**config.mk**
```make
export PLATFORM = sky130hd
export DESIGN_NAME = hpslot_ctrl
export DESIGN_NICKNAME = d
export VERILOG_FILES = /design/src/rtl/hpslot_pkg.sv /design/src/rtl/hpslot_evt_stage.sv /design/src/rtl/hpslot_cmd_dec.sv /design/src/rtl/hpslot_ctrl.sv
export SDC_FILE = /design/constraint.sdc
export NUM_CORES = 1
export LEC_CHECK = 0
export ABC_AREA = 1
export BUFFER_PORTS_ARGS = -buffer_cell sky130_fd_sc_hd__buf_4
export CAP_MARGIN = 20
export CORE_MARGIN = 2
export CORE_UTILIZATION = 39
export DETAILED_ROUTE_END_ITERATION = 10
export PLACE_DENSITY = 0.67
export RECOVER_POWER = 25
export SLEW_MARGIN = 20
export SYNTH_ARGS = -nofsm -noshare
export SYNTH_HDL_FRONTEND = slang
export SYNTH_HIERARCHICAL = 1
export SYNTH_SLANG_ARGS = --single-unit
```
**constraint.sdc**
```tcl
create_clock -name clk -period 3.91 [get_ports clk]
set_clock_uncertainty 0.1 [all_clocks]
set_input_delay 0.391 -clock clk [delete_from_list [all_inputs] [get_ports clk]]
set_output_delay 0.391 -clock clk [all_outputs]
set_load 0.005 [all_outputs]
```
**src/rtl/hpslot_pkg.sv**
```systemverilog
`timescale 1ns/1ps
package hpslot_pkg;
    typedef logic [15:0] word_t;

    typedef enum logic [1:0] {
        IND_KEEP  = 2'b00,
        IND_ON    = 2'b01,
        IND_BLINK = 2'b10,
        IND_OFF   = 2'b11
    } ind_e;

    // control word bit positions
    localparam int C_BTN_IE   = 0;
    localparam int C_PDC_IE   = 3;
    localparam int C_CC_IE    = 4;
    localparam int C_HP_IE    = 5;
    localparam int C_ATT_LO   = 6;
    localparam int C_PWR_LO   = 8;
    localparam int C_PWR_OFF  = 10;
    localparam int C_LOCK_TGL = 11;

    // status word bit positions
    localparam int S_BTN     = 0;
    localparam int S_PDC     = 3;
    localparam int S_CC      = 4;
    localparam int S_PRESENT = 6;
    localparam int S_LOCKED  = 7;
    localparam int S_LINK    = 8;

    localparam word_t EVT_MASK  = word_t'((1 << S_BTN) | (1 << S_PDC) | (1 << S_CC));
    localparam word_t PRES_LINK = word_t'((1 << S_PRESENT) | (1 << S_LINK));
    localparam int    N_STAGES  = 4;

    function automatic logic pending_of(word_t c, word_t s);
        return c[C_HP_IE] && (|(c & s & EVT_MASK));
    endfunction

    function automatic ind_e ind_merge(ind_e cur, logic [1:0] wr);
        return (wr == 2'b00) ? cur : ind_e'(wr);
    endfunction

    function automatic word_t stage_mask(int k);
        case (k)
            1:       return word_t'(1 << S_CC);
            2:       return word_t'((1 << S_BTN) | (1 << S_PDC));
            3:       return word_t'(1 << S_BTN);
            default: return '0;
        endcase
    endfunction

    function automatic word_t reset_ctl(logic occupied, logic has_pwr);
        word_t c;
        c = '0;
        c[C_ATT_LO +: 2] = IND_OFF;
        if (has_pwr) begin
            c[C_PWR_LO +: 2] = occupied ? IND_ON : IND_OFF;
            c[C_PWR_OFF]     = !occupied;
        end
        return c;
    endfunction
endpackage

```
**src/rtl/hpslot_evt_stage.sv**
```systemverilog
`timescale 1ns/1ps
module hpslot_evt_stage
    import hpslot_pkg::*;
#(
    parameter word_t MASK       = '0,
    parameter bit    FORCE_EVAL = 1'b0
) (
    input  logic  en,
    input  logic  msi_en,
    input  word_t ctl,
    input  word_t sts_i,
    input  logic  notified_i,
    input  logic  irq_i,
    output word_t sts_o,
    output logic  notified_o,
    output logic  irq_o,
    output logic  changed_o
);
    logic fresh, eval, pend;

    always_comb begin
        fresh      = |(MASK & ~sts_i);
        sts_o      = en ? (sts_i | MASK) : sts_i;
        eval       = en && (FORCE_EVAL || fresh);
        pend       = pending_of(ctl, sts_o);
        changed_o  = eval && (pend != notified_i);
        notified_o = eval ? pend : notified_i;
        irq_o      = (changed_o && !msi_en) ? pend : irq_i;
    end
endmodule

```
**src/rtl/hpslot_cmd_dec.sv**
```systemverilog
`timescale 1ns/1ps
module hpslot_cmd_dec
    import hpslot_pkg::*;
#(
    parameter bit HAS_PWR_CTL = 1'b1
) (
    input  word_t cur,
    input  word_t wr,
    output word_t nxt
);
    localparam int N_IND = 2;
    ind_e ind_n [N_IND];
    logic unused_wr;

    assign unused_wr = ^{wr[15:12], wr[2:1], cur[15:10], cur[5:0]};

    for (genvar i = 0; i < N_IND; i++) begin : g_ind
        localparam int LO = (i == 0) ? C_ATT_LO : C_PWR_LO;
        assign ind_n[i] = ind_merge(ind_e'(cur[LO +: 2]), wr[LO +: 2]);
    end

    always_comb begin
        nxt                  = '0;
        nxt[C_BTN_IE]        = wr[C_BTN_IE];
        nxt[C_PDC_IE]        = wr[C_PDC_IE];
        nxt[C_CC_IE]         = wr[C_CC_IE];
        nxt[C_HP_IE]         = wr[C_HP_IE];
        nxt[C_ATT_LO +: 2]   = ind_n[0];
        nxt[C_PWR_LO +: 2]   = ind_n[1];
        nxt[C_PWR_OFF]       = HAS_PWR_CTL ? wr[C_PWR_OFF] : 1'b0;
        nxt[C_LOCK_TGL]      = 1'b0;
    end
endmodule

```
**src/rtl/hpslot_ctrl.sv**
```systemverilog
`timescale 1ns/1ps
module hpslot_ctrl
    import hpslot_pkg::*;
#(
    parameter bit HAS_PWR_CTL = 1'b1
) (
    input  logic        clk,
    input  logic        rst,
    input  logic        port_rst,
    input  logic        msi_en,
    input  logic        cfg_wr_ctl,
    input  logic        cfg_wr_sts,
    input  logic [31:0] cfg_wdata,
    output logic [31:0] cfg_rdata,
    input  logic        insert_req,
    input  logic        button_req,
    output logic        irq_level,
    output logic        msg_req,
    output logic        detach,
    output logic        insert_err
);
    word_t ctl_q, sts_q;
    logic  notified_q, irq_q, msg_q, det_q, err_q;

    word_t ctl_w, ctl_a, sts_a;
    logic  notif_a, irq_a, det_a, ins_ok, ins_err;
    word_t wr_ctl_d, wr_sts_d;

    word_t sin  [N_STAGES];
    word_t sout [N_STAGES];
    logic  nin  [N_STAGES];
    logic  nout [N_STAGES];
    logic  iin  [N_STAGES];
    logic  iout [N_STAGES];
    logic [N_STAGES-1:0] st_en, st_chg;

    assign wr_ctl_d = cfg_wdata[15:0];
    assign wr_sts_d = cfg_wdata[31:16];

    hpslot_cmd_dec #(.HAS_PWR_CTL(HAS_PWR_CTL)) u_dec (
        .cur (ctl_q),
        .wr  (wr_ctl_d),
        .nxt (ctl_w)
    );

    // status clear, control command, lock toggle and detach
    always_comb begin
        ctl_a   = cfg_wr_ctl ? ctl_w : ctl_q;
        sts_a   = sts_q;
        notif_a = notified_q;
        irq_a   = irq_q;
        if (cfg_wr_sts) begin
            sts_a   = sts_a & ~(wr_sts_d & EVT_MASK);
            notif_a = pending_of(ctl_a, sts_a);
            if (!msi_en && !notif_a) irq_a = 1'b0;
        end
        if (cfg_wr_ctl && wr_ctl_d[C_LOCK_TGL])
            sts_a[S_LOCKED] = !sts_a[S_LOCKED];
        det_a = cfg_wr_ctl && sts_q[S_PRESENT] && wr_ctl_d[C_PWR_OFF]
                && (wr_ctl_d[C_PWR_LO +: 2] == IND_OFF);
        if (det_a) begin
            sts_a[S_PRESENT] = 1'b0;
            sts_a[S_LINK]    = 1'b0;
            sts_a[S_PDC]     = 1'b1;
        end
        ins_ok  = insert_req && !sts_a[S_LOCKED];
        ins_err = insert_req &&  sts_a[S_LOCKED];
    end

    assign st_en = {button_req, ins_ok, cfg_wr_ctl, cfg_wr_ctl};

    // chain of event stages: re-evaluate, command done, insertion, button
    always_comb begin
        sin[0] = sts_a;
        nin[0] = notif_a;
        iin[0] = irq_a;
        for (int k = 1; k < N_STAGES; k++) begin
            sin[k] = sout[k-1];
            nin[k] = nout[k-1];
            iin[k] = iout[k-1];
        end
        if (ins_ok) sin[2] = sout[1] | PRES_LINK;
    end

    for (genvar k = 0; k < N_STAGES; k++) begin : g_stage
        hpslot_evt_stage #(
            .MASK       (stage_mask(k)),
            .FORCE_EVAL (k == 0)
        ) u_stage (
            .en         (st_en[k]),
            .msi_en     (msi_en),
            .ctl        (ctl_a),
            .sts_i      (sin[k]),
            .notified_i (nin[k]),
            .irq_i      (iin[k]),
            .sts_o      (sout[k]),
            .notified_o (nout[k]),
            .irq_o      (iout[k]),
            .changed_o  (st_chg[k])
        );
    end

    always_ff @(posedge clk) begin
        if (rst) begin
            ctl_q      <= reset_ctl(1'b0, HAS_PWR_CTL);
            sts_q      <= '0;
            notified_q <= 1'b0;
            irq_q      <= 1'b0;
            msg_q      <= 1'b0;
            det_q      <= 1'b0;
            err_q      <= 1'b0;
        end else if (port_rst) begin
            ctl_q      <= reset_ctl(sts_q[S_PRESENT], HAS_PWR_CTL);
            sts_q      <= sts_q & PRES_LINK;
            notified_q <= 1'b0;
            irq_q      <= 1'b0;
            msg_q      <= 1'b0;
            det_q      <= 1'b0;
            err_q      <= 1'b0;
        end else begin
            ctl_q      <= ctl_a;
            sts_q      <= sout[N_STAGES-1];
            notified_q <= nout[N_STAGES-1];
            irq_q      <= iout[N_STAGES-1];
            msg_q      <= msi_en && (|st_chg);
            det_q      <= det_a;
            err_q      <= ins_err;
        end
    end

    assign cfg_rdata  = {sts_q, ctl_q};
    assign irq_level  = irq_q;
    assign msg_req    = msg_q;
    assign detach     = det_q;
    assign insert_err = err_q;
endmodule

```
== After elaboration in Yosys (flattened, before gate mapping) ==
Index checks and enable logic that the tools add are counted.

* Bits of input ports: 40
* Output and inout port bits: 36
* Register bits: 37
* Logic and storage cells: 91

* Equal/unequal tests: 5
* Bitwise logic cells: 10
* Muxes and demuxes: 25
* Reduce and logical (&&, ||, !) cells: 42

{| class="wikitable"
|+ Operator list
! cell !! number
|-
| two-way mux 16 bit || 2
|-
| bitwise AND 5 bit || 5
|-
| logical AND 1 bit || 24
|-
| bitwise AND 16 bit || 1
|-
| two-way mux 1 bit || 16
|-
| inverter 5 -> 16 bit || 1
|-
| OR reduction 3 bit || 5
|-
| two-way mux 11 bit || 1
|-
| nonzero test 5 bit || 2
|-
| two-way mux 9 bit || 1
|-
| two-way mux 2 bit || 3
|-
| logical NOT 1 bit || 5
|-
| two-way mux 5 bit || 1
|-
| inverter 5 bit || 1
|-
| logical NOT 2 bit || 2
|-
| two-way mux 4 bit || 1
|-
| inequality test 1 bit || 4
|-
| inverter 4 bit || 1
|-
| OR reduction 2 bit || 2
|-
| OR reduction 4 bit || 1
|-
| == test 2 bit (second input constant) || 1
|-
| AND reduction 2 bit || 1
|-
| inverter 1 bit || 1
|}

== Depth between registers and ports, before layout ==
Gate-level depths: netlist of the first run.

* Word-level depth: 18
* Mapped depth: 21
* Gate-level depth less buffers: 20

== Cells and area by module ==
Netlist of the first run, hierarchy kept.

{| class="wikitable"
|+ Modules (own cells, without submodules)
! module !! cells an instance !! seq. area each (um2) !! area each (um2) !! times used
|-
| hpslot_ctrl || 201 || 740.7 || 1525.2 || 1
|-
| hpslot_evt_stage at g_stage[1].u_stage ... || 40 || 0.0 || 226.5 || 2
|-
| hpslot_evt_stage at g_stage[0].u_stage || 35 || 0.0 || 212.7 || 1
|-
| hpslot_evt_stage at g_stage[2].u_stage || 34 || 0.0 || 209.0 || 1
|-
| hpslot_cmd_dec || 25 || 0.0 || 138.9 || 1
|}

== Least setup slack after synthesis of the first run ==
Ideal clock, no wire load.

* Kind: in2reg
* Start: in cfg_wr_ctl
* End: reg msg_q (netlist: msg_req)
* Buffers on the path: 1
* Stages: 18
* Setup time: 0.121 ns
* Setup slack: 1.432 ns
* Data arrival time: 2.257 ns
* Required time: 3.689 ns
* Cells stage by stage: buf_6 inv_6 nor3_1 nand3_1 nand2_1 nand2_1 nand3_2 nand2_2 o21ai_0 nand2_1 o21ai_0 nor2_1 a21oi_1 nand3_1 nand2_1 nor2_1 nor4_1 nor2_1

{| class="wikitable"
|+ RTL lines
! element !! line !! RTL
|-
| start: declaration || hpslot_ctrl.sv:11 || <nowiki>input logic cfg_wr_ctl,</nowiki>
|-
| end signal: assignment || hpslot_ctrl.sv:125 || <nowiki>msg_q <= msi_en && (|st_chg);</nowiki>
|-
| end: declaration || hpslot_ctrl.sv:23 || <nowiki>logic notified_q, irq_q, msg_q, det_q, err_q;</nowiki>
|}

==> impl_metrics.json, run 1 <==
{
  "status": "finished clean",
  "postSynthAreaPerCell_um2": 6.852,
  "syn_area_um2": 2501,
  "grt_pass1_wl_mm": 7.348,
  "place.gp.congestion": 0.8367,
  "vias_per_cell": 4.259,
  "htreeDepth": 2,
  "antenna_left": 0,
  "hold_buffers": 0,
  "critPathKind": "register to register",
  "fmax_ghz": 0.3393,
  "hpwlAfterDp_mm": 3.364,
  "finalHoldViolations": 0,
  "power_uw": 841.6,
  "path_clk_slew_ns": 0.08,
  "track_usage_pct": 12.84,
  "leakagePower_nw": 1.272,
  "tightestPinTransition_ns": 0.9447,
  "required_ns": 3.99,
  "endpoint_kind": "register",
  "final_util_pct": 39.47,
  "tns_ns": 0,
  "ir_worst_vdd_v": 0.0001853,
  "cts_made_buffers": 5,
  "rsz0062_at_grt": "false",
  "area_delta_synth_final_pct": -0.9503,
  "fin_nets": 387,
  "gr-total-overflow": 0,
  "cp_max_fo": 5,
  "drt_iter0_markers": 67,
  "core-area_um2": 6277,
  "drc": 0,
  "io_buffers": 56,
  "dr.pass1.iters": 4,
  "die_area_um2": 7069,
  "placed_area_um2": 2384,
  "final_area_um2": 2477,
  "yosysWarnings": 6,
  "relSlewSlack_pct": 36.95,
  "cap_violations": 0,
  "min_period_over_period_pct": 75.37,
  "drive_gt1_share_pct": 25.29,
  "startpoint_type": "register",
  "fp.dieH_um": 84.08,
  "numClockSinks": 37,
  "die_x_um": 84.08,
  "cts_tree": "yes",
  "grt_max_degree": 30,
  "drv_slew": 0,
  "clock_latency_ns": 0.29,
  "grt_pass1_vias": 1718,
  "fp-row-count": 29,
  "cts_setup_buffers": 0,
  "vias": 1810,
  "crit_arrival_ns": 3.02,
  "antenna_found_initial": 0,
  "fin_crit_ns": 2.947,
  "diodes": 0,
  "setup_viol": 0,
  "io_pins": 76,
  "p_per_area_nw_per_um2": 339.7,
  "cts_root_buf": "clkbuf_8",
  "wire_per_inst_um": 10.28,
  "start_util_pct": 39.84,
  "cts_resized": 0,
  "clockBufferDepth": 2,
  "wl_mm": 4.371,
  "synth_cells": 365,
  "hold_class": "primary input to register"
}
-- where the power goes --
group	total (mW)	switching [mW]	internal [mW]
clock network	0.308	0.146	0.163
registers	0.395	0.00665	0.388
logic	0.138	0.0797	0.0586
total	0.842	0.232	0.610
-- final cells by class --
type | count | area [um^2]
Clock buffer | 7 | 96.34
Clock inverter | 1 | 8.758
Fill cell | 684 | 3800
Inverter | 55 | 211.5
Multi-Input combinational cell | 191 | 899.6
Sequential cell | 37 | 740.7
Tap cell | 77 | 96.34
Timing Repair Buffer | 57 | 424.2
-- sequential cells by signal, indices dropped and copies added, names as in the netlist --
signal and count:
ctl_q 16, detach 1, insert_err 1, irq_level 1
msg_req 1, notified_q 1, sts_q 16
-- critical path, stage by stage (launching register included) --
cell and delay (ns):
dfxtp_1 0.33, inv_1 0.07, nor3_1 0.17, nand3_1 0.15
nand2_1 0.19, nand2_1 0.10, nand3_2 0.10, nand2_2 0.07
o21ai_0 0.33, nand2_1 0.10, o21ai_0 0.18, nor2_1 0.09
a21oi_1 0.23, nand3_1 0.13, nand2_1 0.08, nor2_1 0.04
nor4_1 0.29, nor2_1 0.07
-- metal layers --
| layer | share of wire (%) | GRT usage [%] | routed length, um |
|---|---|---|---|
| met4 | 1.8 | 4.692 | 77 |
| met2 | 45 | 21.21 | 1982 |
| met1 | 46 | 15.57 | 2000 |
| met5 | 0 | 0 | 0 |
| met3 | 7.1 | 4.055 | 309 |
-- worst paths after layout --
path	start	endpoint	slack (ns)	depth (start not counted)
setup / recovery	sts_q[6]	msg_req	0.96	17
hold / removal	rst	sts_q[8]	0.17	2
setup reg to reg	sts_q[6]	msg_req	0.96	17
hold reg to reg	sts_q[1]	sts_q[1]	0.33	2
-- placed cells by master (no fill, tap or decap) --
master	count
nor2_1	34
nand4_1	8
nand3_1	10
o21ai_1	2
xnor2_4	1
nand2_1	80
a21boi_2	1
dfxtp_1	37
inv_1	54
o21ai_0	3
nor3_1	1
buf_4	56
a211oi_1	1
o21a_1	1
and3_1	1
nor4_1	1
o21a_2	1
or2_1	4
conb_1	7
nand3_2	1
o21ai_2	1
clkbuf_8	7
nor2_2	1
nand2_4	1
nand2_2	15
or2_0	1
a21oi_1	14
a21oi_2	1
inv_6	2
clkbuf_1	1
-- per-stage QoR --
stage	hold slack (ns)	setup slack [ns]	instances
after floorplan	0.3543	1.432	371
after global placement	0.3148	0.7861	417
after detailed placement	0.3175	0.6751	417
after CTS	0.1811	0.9410	425
after global routing	0.1709	0.6129	425
final	0.1704	0.9632	425
No activity file was read; power rests on OpenSTA's default activity.
==> run 2, diff against run 1 <==
Clock period 3.91 ns to 2.95 ns, I/O delays scaled along.
==> impl_metrics.json, run 2 (synthesis gave the netlist of run 1 again) <==
{
  "status": "finished clean",
  "hpwlAfterDp_mm": 3.523,
  "grt_use_met1_pct": 16.32,
  "place.gp.congestion": 0.8045,
  "die_area_um2": 7069,
  "whs_ns": 0.07829,
  "setup_viol": 0,
  "fin_nets": 394,
  "cts_made_buffers": 5,
  "vias_per_cell": 4.269,
  "drv_slew": 0,
  "critPathKind": "register to register",
  "grt_pass1_vias": 1724,
  "use_met3_pct": 5.045,
  "rsz0062_at_grt": "false",
  "gr-total-overflow": 0,
  "antenna_left": 0,
  "startpoint_type": "register",
  "setup_ws_ns": 0.4105,
  "clockBufferDepth": 2,
  "io_buffers": 56,
  "fp.dieH_um": 84.08,
  "numClockSinks": 37,
  "diodes": 0,
  "wire_per_inst_um": 10.54,
  "stdcell_count": 432,
  "layout_commonest_cell": "nand2_1",
  "top_regs": "ctl_q: 16 flops, sts_q: 16 flops",
  "tns_ns": 0,
  "core-area_um2": 6277,
  "layout_common_cells": "80 x nand2_1, 63 x buf_4, 54 x inv_1, 37 x dfxtp_1, 34 x nor2_1",
  "start_util_pct": 39.84,
  "cts_setup_buffers": 0,
  "drt_iter0_markers": 87,
  "grt_max_degree": 30,
  "grt_pass1_wl_mm": 7.617,
  "finalHoldViolations": 0,
  "dp_slack_ns": 0.1502,
  "antenna_found_initial": 0,
  "cap_violations": 0,
  "gr-usage-met2_pct": 21.93,
  "required_ns": 3.04,
  "track_usage_pct": 13.38,
  "vias": 1844,
  "fp-row-count": 29,
  "fmax_ghz": 0.3938,
  "hold_class": "primary input to register",
  "drc": 0,
  "cts_root_buf": "clkbuf_8",
  "grt_busiest_layer": "met2",
  "tightestPinTransition_ns": 0.9325,
  "htreeDepth": 2,
  "fin_crit_ns": 2.540,
  "min_period_over_period_pct": 86.08,
  "cp_max_fo": 4,
  "dp.cells": 424,
  "final_util_pct": 40.06,
  "dr.pass1.iters": 4,
  "wl_mm": 4.555,
  "relSlewSlack_pct": 37.77,
  "leakagePower_nw": 1.293,
  "cts_tree": "yes",
  "path_clk_slew_ns": 0.08,
  "clock_latency_ns": 0.29,
  "endpoint_kind": "register",
  "crit_arrival_ns": 2.63,
  "p_per_area_nw_per_um2": 427.5,
  "die_x_um": 84.08,
  "drive_gt1_share_pct": 26.48,
  "ir_worst_vdd_v": 0.0002175,
  "io_pins": 76,
  "area_delta_synth_final_pct": 0.5502
}
-- run 2: layout make-up --
cell class                 instances  area (um^2)
clock inverter                     1        7.507
inverter                          55        211.5
sequential                        37        740.7
clock buffer                       7        76.32
fill                             670         3762
tap                               77        96.34
multi-input combinational        191        905.9
timing repair buffer              64        476.7
-- run 2: worst paths after layout --
| check | start | slack [ns] | to | depth (start not counted) |
|---|---|---|---|---|
| worst max register to register | sts_q[6] | 0.41 | msg_req | 18 |
| worst min register to register | sts_q[2] | 0.33 | sts_q[2] | 2 |
| worst max-delay path | sts_q[6] | 0.41 | msg_req | 18 |
| worst min-delay path | rst | 0.08 | sts_q[8] | 2 |
-- run 2: metrics by stage --
| step | total power [mW] | cell area [um^2] |
|---|---|---|
| 3_3_place_gp | 0.7274 | 2436 |
| 4_1_cts | 1.090 | 2520 |
| 6_report | 1.075 | 2515 |
| 3_5_place_dp | 0.7324 | 2436 |
| 5_1_grt | 1.138 | 2515 |
| 2_1_floorplan | 0.6945 | 2524 |
-- run 2: what timing repair did --
| item | in CTS | in global routing |
|---|---|---|
| hold buffers | 0 | 0 |
| resized for setup | 0 | 2 |
| endpoints found under the setup margin | 0 | 1 |
-- run 2: layer usage --
layer | routed length [um] | vias to the layer above
li1 | - | 984
met2 | 2070 | 50
met4 | 60 | 0
met3 | 321 | 7
met5 | 0 | -
met1 | 2102 | 803
-- run 2: worst max-delay path: stages, from the launching register on --
cell     delay (ns)
dfxtp_1        0.33
inv_1          0.06
nor3_1         0.17
nand3_1        0.15
nand2_1        0.11
buf_4          0.13
nand2_1        0.05
nand2_1        0.06
inv_1          0.04
nand2_2        0.07
nand2_2        0.07
o21ai_0        0.26
nor2_1         0.08
a21oi_1        0.19
nand3_1        0.13
nand2_1        0.08
nor2_1         0.05
nor4_2         0.24
nor2_1         0.07
-- run 2: where the power goes --
| group | switching [mW] | internal (mW) | total, mW |
|---|---|---|---|
| sequential | 0.00890 | 0.514 | 0.523 |
| combinational | 0.110 | 0.0860 | 0.196 |
| clock | 0.189 | 0.167 | 0.356 |
